### config.mk
export PLATFORM = sky130hd
export DESIGN_NAME = evt_ctrl
export DESIGN_NICKNAME = d
export VERILOG_FILES = /design/src/rtl/evt_ctrl_pkg.sv /design/src/rtl/evt_sync.sv /design/src/rtl/evt_edge_det.sv /design/src/rtl/evt_pending.sv /design/src/rtl/evt_ctrl.sv
export SDC_FILE = /design/constraint.sdc
export NUM_CORES = 1
export LEC_CHECK = 0
export BUFFER_PORTS_ARGS = -buffer_cell sky130_fd_sc_hd__clkbuf_2
export CAP_MARGIN = 20
export CORE_MARGIN = 2
export CORE_UTILIZATION = 59
export DETAILED_ROUTE_END_ITERATION = 8
export PLACE_DENSITY = 0.85
export SLEW_MARGIN = 0
export SYNTH_ARGS = -nofsm -noshare
export SYNTH_HDL_FRONTEND = slang
export SYNTH_SLANG_ARGS = --single-unit
### constraint.sdc
create_clock -name clk_i -period 3.8 [get_ports clk_i]
set_input_delay 0.19 -clock clk_i [delete_from_list [all_inputs] [get_ports clk_i]]
set_output_delay 0.19 -clock clk_i [all_outputs]
set_load 0.01 [all_outputs]
### src/rtl/evt_ctrl_pkg.sv
package evt_ctrl_pkg;
  localparam int unsigned ADDR_W = 5;
  typedef enum logic [ADDR_W-1:0] {
    OFF_RISE = 5'h00,
    OFF_FALL = 5'h04,
    OFF_SWT  = 5'h08,
    OFF_PEND = 5'h0C,
    OFF_MASK = 5'h10
  } reg_off_e;
endpackage

### src/rtl/evt_sync.sv
module evt_sync #(
  parameter int unsigned W = 32
) (
  input  logic         clk_i,
  input  logic         rst_ni,
  input  logic [W-1:0] d_i,
  output logic [W-1:0] q_o
);
  logic [W-1:0] s1_q, s2_q;
  always_ff @(posedge clk_i or negedge rst_ni) begin
    if (!rst_ni) begin
      s1_q <= '0;
      s2_q <= '0;
    end else begin
      s1_q <= d_i;
      s2_q <= s1_q;
    end
  end
  assign q_o = s2_q;
endmodule

### src/rtl/evt_edge_det.sv
module evt_edge_det #(
  parameter int unsigned W = 32
) (
  input  logic         clk_i,
  input  logic         rst_ni,
  input  logic [W-1:0] lvl_i,
  input  logic [W-1:0] rise_en_i,
  input  logic [W-1:0] fall_en_i,
  output logic [W-1:0] ev_o
);
  logic [W-1:0] prev_q;
  always_ff @(posedge clk_i or negedge rst_ni) begin
    if (!rst_ni) prev_q <= '0;
    else         prev_q <= lvl_i;
  end

  for (genvar i = 0; i < W; i++) begin : g_line
    assign ev_o[i] = (rise_en_i[i] &  lvl_i[i] & ~prev_q[i])
                   | (fall_en_i[i] & ~lvl_i[i] &  prev_q[i]);
  end


  only_on_change_chk: assert property (@(posedge clk_i) disable iff (!rst_ni)
    (ev_o & ~(lvl_i ^ $past(lvl_i))) == '0);

  rise_dir_chk: assert property (@(posedge clk_i) disable iff (!rst_ni)
    (ev_o & lvl_i & ~rise_en_i) == '0);

  fall_dir_chk: assert property (@(posedge clk_i) disable iff (!rst_ni)
    (ev_o & ~lvl_i & ~fall_en_i) == '0);
endmodule

### src/rtl/evt_pending.sv
module evt_pending #(
  parameter int unsigned   W    = 32,
  parameter logic [W-1:0]  IMPL = '1
) (
  input  logic         clk_i,
  input  logic         rst_ni,
  input  logic [W-1:0] set_i,
  input  logic [W-1:0] clr_i,
  output logic [W-1:0] pend_o
);
  logic [W-1:0] pend_q;
  always_ff @(posedge clk_i or negedge rst_ni) begin
    if (!rst_ni) pend_q <= '0;
    else         pend_q <= ((pend_q & ~clr_i) | set_i) & IMPL;
  end
  assign pend_o = pend_q;


  set_wins_chk: assert property (@(posedge clk_i) disable iff (!rst_ni)
    |(set_i & IMPL) |=> ((pend_q & $past(set_i & IMPL)) == $past(set_i & IMPL)));

  clear_chk: assert property (@(posedge clk_i) disable iff (!rst_ni)
    |(clr_i & ~set_i) |=> ((pend_q & $past(clr_i & ~set_i)) == '0));

  hold_chk: assert property (@(posedge clk_i) disable iff (!rst_ni)
    (set_i == '0 && clr_i == '0) |=> $stable(pend_q));
endmodule

### src/rtl/evt_ctrl.sv
module evt_ctrl
  import evt_ctrl_pkg::*;
#(
  parameter int unsigned         N_LINES = 32,
  parameter logic [N_LINES-1:0]  IMPL    = 32'h0061_FFFF
) (
  input  logic               clk_i,
  input  logic               rst_ni,
  input  logic [ADDR_W-1:0]  addr_i,
  input  logic               we_i,
  input  logic [N_LINES-1:0] wdata_i,
  output logic [N_LINES-1:0] rdata_o,
  input  logic [N_LINES-1:0] evt_i,
  output logic               irq_o
);
  localparam int unsigned W = N_LINES;

  logic [W-1:0] rise_q, fall_q, mask_q;
  logic [W-1:0] lvl, hw_ev, sw_ev, clr, pend;
  logic [W-1:0] wmask;

  assign wmask = wdata_i & IMPL;

  always_ff @(posedge clk_i or negedge rst_ni) begin
    if (!rst_ni) begin
      rise_q <= '0;
      fall_q <= '0;
      mask_q <= '0;
    end else if (we_i) begin
      case (addr_i)
        OFF_RISE: rise_q <= wmask;
        OFF_FALL: fall_q <= wmask;
        OFF_MASK: mask_q <= wmask;
        default: ;
      endcase
    end
  end

  assign sw_ev = (we_i && addr_i == OFF_SWT)  ? wmask : '0;
  assign clr   = (we_i && addr_i == OFF_PEND) ? wmask : '0;

  evt_sync #(.W(W)) u_sync (
    .clk_i (clk_i),
    .rst_ni(rst_ni),
    .d_i   (evt_i),
    .q_o   (lvl)
  );

  evt_edge_det #(.W(W)) u_edge (
    .clk_i    (clk_i),
    .rst_ni   (rst_ni),
    .lvl_i    (lvl),
    .rise_en_i(rise_q),
    .fall_en_i(fall_q),
    .ev_o     (hw_ev)
  );

  evt_pending #(.W(W), .IMPL(IMPL)) u_pend (
    .clk_i (clk_i),
    .rst_ni(rst_ni),
    .set_i (hw_ev | sw_ev),
    .clr_i (clr),
    .pend_o(pend)
  );

  always_comb begin
    case (addr_i)
      OFF_RISE: rdata_o = rise_q;
      OFF_FALL: rdata_o = fall_q;
      OFF_PEND: rdata_o = pend;
      OFF_MASK: rdata_o = mask_q;
      default:  rdata_o = '0;
    endcase
  end

  assign irq_o = |(pend & mask_q);


  sw_trig_chk: assert property (@(posedge clk_i) disable iff (!rst_ni)
    |sw_ev |=> ((pend & $past(sw_ev)) == $past(sw_ev)));

  reserved_pend_chk: assert property (@(posedge clk_i) disable iff (!rst_ni)
    (pend & ~IMPL) == '0);

  irq_idle_chk: assert property (@(posedge clk_i) disable iff (!rst_ni)
    (pend == '0) |-> !irq_o);
endmodule

# Word-level counts from Yosys, hierarchy flattened
# Index checks and enable logic that the tools add are counted.
op_classes:
  n_eq_ne: 4
  mux: 3
  bitwise: 138
  n_reduce_logical: 7
ops:
  columns: ["cell", "n"]
  rows:
  - ["23-bit one-hot mux with 4 select lines", 1]
  - ["1-bit bitwise AND", 76]
  - ["23-bit bitwise AND", 2]
  - ["23-bit two-way mux", 2]
  - ["23-bit OR", 2]
  - ["1-bit inverter", 38]
  - ["32-bit OR reduction", 1]
  - ["23-bit inverter", 1]
  - ["1-bit OR", 19]
  - ["5-bit by 4-bit equality test with 1-bit output, second input constant", 2]
  - ["2-bit AND reduction", 3]
  - ["5-bit by 3-bit equality test with 1-bit output, second input constant", 1]
  - ["5-bit equality test, second input constant", 1]
  - ["5-bit logical NOT", 1]
  - ["1-bit logical AND", 2]
word_totals:
  reg_bits: 145
  wordCells: 159

# Longest topological paths before layout
# Gate-level depths: netlist (run 1).
depth:
  word_depth: 6
  mapped_depth: 6

# By module
# From an unflattened synthesis (run 1), not the netlist that was laid out.
unflattened:
  hier_cells: 526
  area_unflattened_um2: 6740.2
by_module_without_submodules:
  columns: ["module", "instances", "cells_each", "area_per_inst_um2", "seq_area_each_um2"]
  rows:
  - ["evt_ctrl", 1, 263, 3104.2, 1426.4]
  - ["evt_sync", 1, 64, 1601.5, 1601.5]
  - ["evt_edge_det", 1, 128, 1243.7, 800.8]
  - ["evt_pending", 1, 71, 790.8, 475.5]

# Least setup slack after synthesis (run 1)
# OpenSTA, ideal clock, no wires.
synth_path:
  path_type: "input to output"
  from: "input addr_i[4]"
  to: "output rdata_o[10]"
  arrival_time_ps: 1492
  required_time_ps: 3610
  slack_ps: 2118
  path_stages: 6
  path_buffers: 2
  cell_sequence: "or3_1 > nor3_2 > buf_2 > clkbuf_1 > a22oi_1 > nand2_1"
synth_between:
  elab_chain_cells: 2
  elab_cells_between_ends: 5
synth_lines:
  columns: ["element", "line_no", "rtl"]
  rows:
  - ["start, declared", "evt_ctrl.sv:9", "input logic [ADDR_W-1:0] addr_i,"]
  - ["5-bit equality test, or another cell as far along", "evt_ctrl.sv:67", "case (addr_i)"]
  - ["23-bit one-hot mux with 4 select lines (*)", "evt_ctrl.sv:67", null]
  - ["end, declared", "evt_ctrl.sv:12", "output logic [N_LINES-1:0] rdata_o,"]
# Mark *: on every way between the ends. The rest lies on a longest branch, timed or not.

# Worst setup path after layout (run 1)
layout_path:
  from: "register u_pend.pend_q[7] (netlist: u_pend.pend_o[7])"
  to: "output irq_o"
layout_between:
  elab_chain_cells: 2
layout_lines:
  columns: ["element", "line_no", "rtl"]
  rows:
  - ["start, declared", "evt_pending.sv:11", "logic [W-1:0] pend_q;"]
  - ["start signal, assigned", "evt_pending.sv:14", "else pend_q <= ((pend_q & ~clr_i) | set_i) & IMPL;"]
  - ["23-bit bitwise AND", "evt_ctrl.sv:76", "assign irq_o = |(pend & mask_q);"]
  - ["32-bit OR reduction", "evt_ctrl.sv:76", null]
  - ["end, declared", "evt_ctrl.sv:14", "output logic irq_o"]
# No other way between the ends.

==> results of run 1 <==
==> layer usage <==
metal  GRT usage (%)  wire [um]  vias up
li1                -          -     1680
met4           12.96        461        0
met2           45.84       6521      191
met3           7.730        836       53
met5               0          0        -
met1           36.75       4888     1952
==> cells in the final DEF (no fill, tap or decap) <==
master,netlist,final
sky130_fd_sc_hd__a221o_1,19,19
sky130_fd_sc_hd__a222oi_1,1,1
sky130_fd_sc_hd__a22oi_1,46,46
sky130_fd_sc_hd__and2_1,1,1
sky130_fd_sc_hd__buf_4,15,8
sky130_fd_sc_hd__bufinv_16,0,4
sky130_fd_sc_hd__clkbuf_16,0,16
sky130_fd_sc_hd__clkbuf_2,0,64
sky130_fd_sc_hd__clkbuf_8,0,2
sky130_fd_sc_hd__clkinv_2,0,1
sky130_fd_sc_hd__clkinv_4,0,3
sky130_fd_sc_hd__clkinvlp_4,0,3
sky130_fd_sc_hd__conb_1,1,13
sky130_fd_sc_hd__dfrtp_1,133,133
sky130_fd_sc_hd__dlygate4sd3_1,0,39
sky130_fd_sc_hd__inv_6,0,3
sky130_fd_sc_hd__mux2_2,57,57
sky130_fd_sc_hd__nand2_1,62,62
sky130_fd_sc_hd__nand2_2,2,2
sky130_fd_sc_hd__nand3b_1,19,19
sky130_fd_sc_hd__nand4_1,1,1
sky130_fd_sc_hd__nor2_1,1,1
sky130_fd_sc_hd__nor2_4,1,1
sky130_fd_sc_hd__nor3_1,1,1
sky130_fd_sc_hd__nor3_2,1,1
sky130_fd_sc_hd__nor3b_2,1,1
sky130_fd_sc_hd__nor3b_4,1,1
sky130_fd_sc_hd__nor4_1,1,1
sky130_fd_sc_hd__o21ai_0,19,19
sky130_fd_sc_hd__or3_1,1,1
sky130_fd_sc_hd__or4b_4,1,1
==> worst reg2reg max path, delay by kind of cell, from the launching register on <==
kind               cells  cell delay [ns]
DFF                    1             0.41
AOI/OAI and AO/OA      2             0.39
and+or+nand+nor        1             0.13
==> power breakdown <==
| part | switching, mW | leakage [nW] | total (mW) | internal, mW |
|---|---|---|---|---|
| clock | 0.617 | 0.298 | 1.71 | 1.09 |
| sequential | 0.144 | 1.57 | 1.74 | 1.59 |
| combinational | 0.165 | 1.17 | 0.363 | 0.198 |
| total | 0.925 | 3.03 | 3.81 | 2.88 |
==> through the flow <==
stage                     instances  setup WS [ns]
after floorplan                 407          2.118
after detailed placement        562          1.590
final                           633          1.702
after global routing            633          1.647
after global placement          562          1.651
after CTS                       633          1.753
==> worst paths after layout <==
kind                                   from                end  slack, ns  cells past startpoint
hold / removal                    addr_i[4]  u_pend.pend_o[11]       0.29                      5
min in group asynchronous            rst_ni   u_edge.prev_q[7]       0.39                      2
setup reg to reg                 fall_q[14]  u_pend.pend_o[14]       2.76                      3
max in group asynchronous            rst_ni   u_edge.prev_q[3]       2.45                      3
hold reg to reg             u_sync.s1_q[21]     u_sync.q_o[21]       0.35                      0
setup / recovery           u_pend.pend_o[7]              irq_o       1.70                      5
==> registers in the layout, indices dropped and copies added (netlist names) <==
| register | cells |
|---|---|
| fall_q | 19 |
| mask_q | 19 |
| rise_q | 19 |
| u_edge.prev_q | 19 |
| u_pend.pend_o | 19 |
| u_sync.q_o | 19 |
| u_sync.s1_q | 19 |
==> cell type report <==
cell class	instances	area share [%]
flip-flops and latches	133	49.81
multi-input cells	249	27.23
repair buffers	111	11.54
clock buffers	18	6.404
clock inverters	14	2.996
well taps	108	2.022
==> cell families (layout without fill, tap and decap cells) <==
group	count (synthesis)	after routing	share of synthesized area [%]
flops	133	133	63.18
simple gates	94	94	9.264
compound gates	85	85	12.16
mux	57	57	12.19
buf+inv	25	143	3.135
other cells	1	13	0.07119
==> flow_summary_export.csv, run 1 <==
group,metric,value,unit
logic_synthesis,synth-seq-area-share,63.18,%
pwr,power.static_leakage,3.031,nW
clock_network,ctsRootBufferMaster,"sky130_fd_sc_hd__clkbuf_8",
logic_synthesis,post-synth-top-area-fraction,63.18,%
global_routing,first_global_vias,4220,
clock_network,clk_latency,0.52,ns
logic_synthesis,synth_enable_flop_cells,0,
finish,layout-area-overhead-vs-synth,26.84,%
place,io_buffers,65,
timing,worst_hold_check_slack,0.2889,ns
logic_synthesis,synth-seq-cells,133,
worst_setup_path,cp_cell_sequence,"a22oi_1, nand4_1, nor3_1, nand2_1, clkbuf_2",
logic_synthesis,post_synth_main_area_contributors,"sky130_fd_sc_hd__dfrtp_1, sky130_fd_sc_hd__mux2_2, sky130_fd_sc_hd__a22oi_1",
worst_setup_path,critPathLaunchType,"flop",
global_routing,all_layer_gr_usage,28.52,%
floorplan,fp.coreArea,8678,um2
timing,grt_setup_unrepaired,"no",
worst_setup_path,timing.critical_path.slowest_cell_delay,0.42,ns
timing,final_period_minus_worst_setup_slack,2.098,ns
place,placed_cell_area,5663,um2
floorplan,starting_density_of_the_core,60.70,%
clock_network,clock_tree_from_tritoncts,"yes",
drt,wirelength,12710,um
place,globalplace.congestion,0.7709,
worst_setup_path,critical_path_required,3.61,ns
finish,multi_input_combinational_cell_area,1819,um2
floorplan,placementRows,34,
worst_setup_path,crit_path_top_delay_cell,"sky130_fd_sc_hd__dfrtp_1",
clock_network,cts_clock_pin_slew_for_the_worst_setup_and_hold_paths,0.06,ns
pwr,vdd_ir_drop_max,389.3,uV
clock_network,post_cts_hold_buffer_count,39,
drt,drc,0,
logic_synthesis,count_of_mapped_cells_out_of_synthesis,395,
floorplan,die_height,98.49,um
drt,detailedRoute.firstPassIterationCount,5,
logic_synthesis,synthesis.area,5268,um2
worst_setup_path,cp_num_buf_inv,1,
drt,wire_per_inst,20.08,um
logic_synthesis,synthDominantAreaCellType,"sky130_fd_sc_hd__dfrtp_1",
drt,antenna_left,0,
clock_network,cts_max_path_buffers,2,
logic_synthesis,synth_ff_type,"sky130_fd_sc_hd__dfrtp_1",
worst_setup_path,arrival,1.91,ns
logic_synthesis,synth_area_per_cell,13.34,um2
clock_network,cts_setup_buffers,0,
finish,cell_area_after_layout,6681,um2
global_routing,grt_pass1_wl,21400,um
global_routing,antenna_violations_before_repair,0,
global_routing,grt_remaining_overflow,0,
timing,finClkSkew,0.004624,ns
timing,min_period_over_period,55.22,%
finish,ratio_of_cells_with_drive_above_1_in_the_final_layout,32.00,%
timing,hold_violations,0,
worst_setup_path,path_delay_family,"simple AND/OR/NAND/NOR gates",
logic_synthesis,post_synth_most_frequent_cells,"sky130_fd_sc_hd__dfrtp_1, sky130_fd_sc_hd__nand2_1, sky130_fd_sc_hd__mux2_2",
timing,fin_setup_tns,0,ns
timing,slew_violations,0,
finish,n_antenna_cell,0,
outcome,outcome,"finished clean",
timing,final-setup-viol-count,0,
logic_synthesis,synth.distinct_cells,25,
floorplan,die_area,9700,um2
finish,seqCellArea,3328,um2
logic_synthesis,async_flop_share,100.0,%
drt,drt_iter0_markers,333,
timing,max-slew-margin-rel,35.45,%
pwr,report.power.total,3.806,mW
drt,viasPerCell,6.123,
place,hpwlAfterDp,6940,um
clock_network,postCtsResizedCells,0,
timing,worstMarginPinSlew,0.9682,ns
clock_network,cts.sink_count,133,
clock_network,cts-htree-levels,4,
drt,total_via_count_in_the_routed_design,3876,
clock_network,cts-buffers-inserted,17,
finish,postLayoutCoreUtil,76.99,%
pwr,powerDensity,569.7,nW/um2
worst_setup_path,worst_setup_ep_type,"primary output",
floorplan,io_pins,105,
floorplan,fp.dieW,98.49,um
logic_synthesis,number_of_warnings_issued_by_yosys,0,
worst_setup_path,critical_path_peak_fanout,3,
worst_hold_path,hold_class,"in -> reg",
finish,layout.nets,584,
global_routing,grt_start_max_net_pins,79,
finish,fill_count,480,
timing,maxClockFrequency,476.6,MHz
logic_synthesis,synth_most_common_cell,"sky130_fd_sc_hd__dfrtp_1",
worst_setup_path,setup.worst_path.class,"reg -> out",
run,drv_cap,0,
Power figures use the tool's default switching activity.
==> inputs of run 2 (changes only) <==
Settings changed: ABC_AREA set to 1, CORE_UTILIZATION 59 to 50, PLACE_DENSITY 0.85 to 0.76.
Clock period 3.8 ns to 1.83 ns, I/O delays scaled along.
==> flow_summary_export.csv, run 2 <==
group,metric,value,unit
timing,grt_setup_unrepaired,"no",
clock_network,ctsRootBufferMaster,"sky130_fd_sc_hd__clkbuf_16",
outcome,outcome,"finished clean",
global_routing,gr-usage-met1,28.35,%
logic_synthesis,synth_enable_flop_cells,0,
logic_synthesis,synth_ff_type,"sky130_fd_sc_hd__dfrtp_1",
timing,hold_violations,0,
drt,antenna_left,0,
worst_setup_path,worst_setup_ep_type,"primary output",
logic_synthesis,synth-seq-cells,133,
timing,fin_setup_tns,0,ns
global_routing,use_met3,7.458,%
logic_synthesis,synth.distinct_cells,22,
clock_network,cts_max_path_buffers,2,
timing,final-setup-viol-count,0,
global_routing,antenna_violations_before_repair,0,
clock_network,cts_setup_buffers,0,
floorplan,fp.coreArea,11370,um2
logic_synthesis,synthesis.area,5811,um2
floorplan,starting_density_of_the_core,51.11,%
clock_network,cts-htree-levels,4,
clock_network,cts-buffers-inserted,17,
worst_setup_path,critPathLaunchType,"flop",
logic_synthesis,count_of_mapped_cells_out_of_synthesis,664,
logic_synthesis,post_synth_main_area_contributors,"sky130_fd_sc_hd__dfrtp_1, sky130_fd_sc_hd__nand2_1, sky130_fd_sc_hd__o21ai_0",
pwr,power.static_leakage,3.686,nW
clock_network,clock_tree_from_tritoncts,"yes",
place,placed_cell_area,6302,um2
logic_synthesis,synth-seq-area-share,57.28,%
pwr,vdd_ir_drop_max,785.0,uV
clock_network,cts_clock_pin_slew_for_the_worst_setup_and_hold_paths,0.06,ns
floorplan,io_pins,105,
logic_synthesis,synthDominantAreaCellType,"sky130_fd_sc_hd__dfrtp_1",
worst_setup_path,critical_path_required,1.74,ns
run,drv_cap,0,
floorplan,die_height,111.8,um
global_routing,all_layer_gr_usage,23.52,%
worst_setup_path,critPathLaunch,"u_pend.pend_o[6]",
drt,total_via_count_in_the_routed_design,4845,
logic_synthesis,post_synth_most_frequent_cells,"sky130_fd_sc_hd__nand2_1, sky130_fd_sc_hd__dfrtp_1, sky130_fd_sc_hd__o21ai_0",
worst_setup_path,reg2regPathDepth,4,
drt,drt_iter0_markers,312,
drt,detailedRoute.firstPassIterationCount,5,
logic_synthesis,synth_area_per_cell,8.751,um2
worst_setup_path,setup.worst_path.class,"reg -> out",
floorplan,fp.dieW,111.8,um
finish,layout.nets,853,
drt,drc,0,
finish,cell_area_after_layout,7407,um2
clock_network,clk_latency,0.42,ns
finish,n_antenna_cell,0,
worst_hold_path,hold_class,"in -> async",
global_routing,grt_util_met2,38.38,%
timing,finClkSkew,0.004696,ns
worst_setup_path,ff_to_ff_setup_slack,0.89,ns
global_routing,grt_start_max_net_pins,40,
logic_synthesis,synth_most_common_cell,"sky130_fd_sc_hd__nand2_1",
timing,slew_violations,0,
worst_setup_path,worst_setup_path_endpoint,"irq_o",
global_routing,grt_pass1_wl,22660,um
pwr,powerDensity,1148,nW/um2
drt,wirelength,13930,um
global_routing,first_global_vias,4740,
place,globalplace.congestion,0.8354,
global_routing,grt_remaining_overflow,0,
logic_synthesis,post-synth-top-area-fraction,57.28,%
logic_synthesis,async_flop_share,100.0,%
finish,fill_count,892,
finish,mostFrequentLayoutCells,"sky130_fd_sc_hd__nand2_1, sky130_fd_sc_hd__dfrtp_1, sky130_fd_sc_hd__clkbuf_2, sky130_fd_sc_hd__o21ai_0, sky130_fd_sc_hd__inv_1",
global_routing,grt_most_used_layer,"met2",
timing,maxClockFrequency,619.8,MHz
drt,viasPerCell,5.171,
timing,final_period_minus_worst_setup_slack,1.613,ns
worst_setup_path,crit-reg2reg-launch,"u_sync.q_o[4]",
finish,mostFrequentLayoutCell,"sky130_fd_sc_hd__nand2_1",
timing,min_period_over_period,88.16,%
place,hpwlAfterDp,8497,um
worst_setup_path,critical_path_peak_fanout,3,
worst_setup_path,arrival,1.52,ns
worst_setup_path,reg2reg_to,"u_pend.pend_o[4]",
clock_network,cts.sink_count,133,
place,io_buffers,65,
logic_synthesis,number_of_warnings_issued_by_yosys,0,
drt,wire_per_inst,14.86,um
finish,layout-area-overhead-vs-synth,27.48,%
floorplan,placementRows,39,
floorplan,die_area,12500,um2
finish,postLayoutCoreUtil,65.15,%
finish,ratio_of_cells_with_drive_above_1_in_the_final_layout,17.00,%
[run 2: logic make-up (layout without fill, tap and decap cells)]
kind of cell	Yosys count	in the layout	synth area share, %
buffers and inverters	99	217	8.635
AO/OA/AOI/OAI	95	95	8.506
AND/OR/NAND/NOR	336	336	25.52
flip-flops	133	133	57.28
other	1	13	0.06454
[run 2: timing repair]
item / CTS / global route
resized for setup: 0 / 0
endpoints found under the hold margin: 105 / 0
hold buffers: 39 / 0
[run 2: layout make-up]
cell class              count  area [um2]  area share (%)
inverters                  61       229.0           3.091
clock inverters            12       247.7           3.345
multi-input cells         444        2026           27.35
flip-flops and latches    133        3328           44.93
repair buffers            124       930.9           12.57
well taps                 143       178.9           2.416
clock buffers              20       466.7           6.301
[run 2: per-layer routing]
metal  vias to the layer above  part of all wire, %
li1                       2346                    -
met1                      2263                   40
met2                       203                   50
met3                        33                  7.4
met4                         0                  2.7
met5                         -                    0
[run 2: worst min-delay path by stage]
stage                start          endpoint  slack (ns)
CTS                 rst_ni     u_sync.q_o[0]        0.18
global route        rst_ni    u_sync.s1_q[0]        0.21
detailed placement  rst_ni     u_sync.q_o[0]        0.08
finish              rst_ni  u_edge.prev_q[0]        0.17
floorplan           rst_ni         fall_q[0]       -0.20
global placement    rst_ni  u_edge.prev_q[0]        0.07
[run 2: worst max-delay path, stage by stage (launching register included)]
cell	delay (ns)
sky130_fd_sc_hd__dfrtp_1	0.40
sky130_fd_sc_hd__nand2_1	0.08
sky130_fd_sc_hd__nand2_1	0.05
sky130_fd_sc_hd__nor2_1	0.14
sky130_fd_sc_hd__nand2_1	0.10
sky130_fd_sc_hd__nand3b_1	0.20
sky130_fd_sc_hd__clkbuf_2	0.15
[run 2: report_power, final]
| part | switching, mW | internal [mW] | leakage (nW) |
|---|---|---|---|
| clock network | 1.25 | 2.80 | 0.342 |
| logic | 0.499 | 0.359 | 1.76 |
| registers | 0.278 | 3.31 | 1.58 |
| total | 2.03 | 6.47 | 3.69 |
[run 2: per-stage QoR]
stage               total power [mW]  instances  hold slack (ns)  setup WS, ns
global route                   8.863        937           0.2060        0.1261
CTS                            8.544        937           0.1751        0.2168
floorplan                      4.066        676          -0.2041        0.7393
global placement               4.340        866          0.07010        0.3031
detailed placement             4.400        866          0.08231        0.2335
finish                         8.501        937           0.1677        0.2167
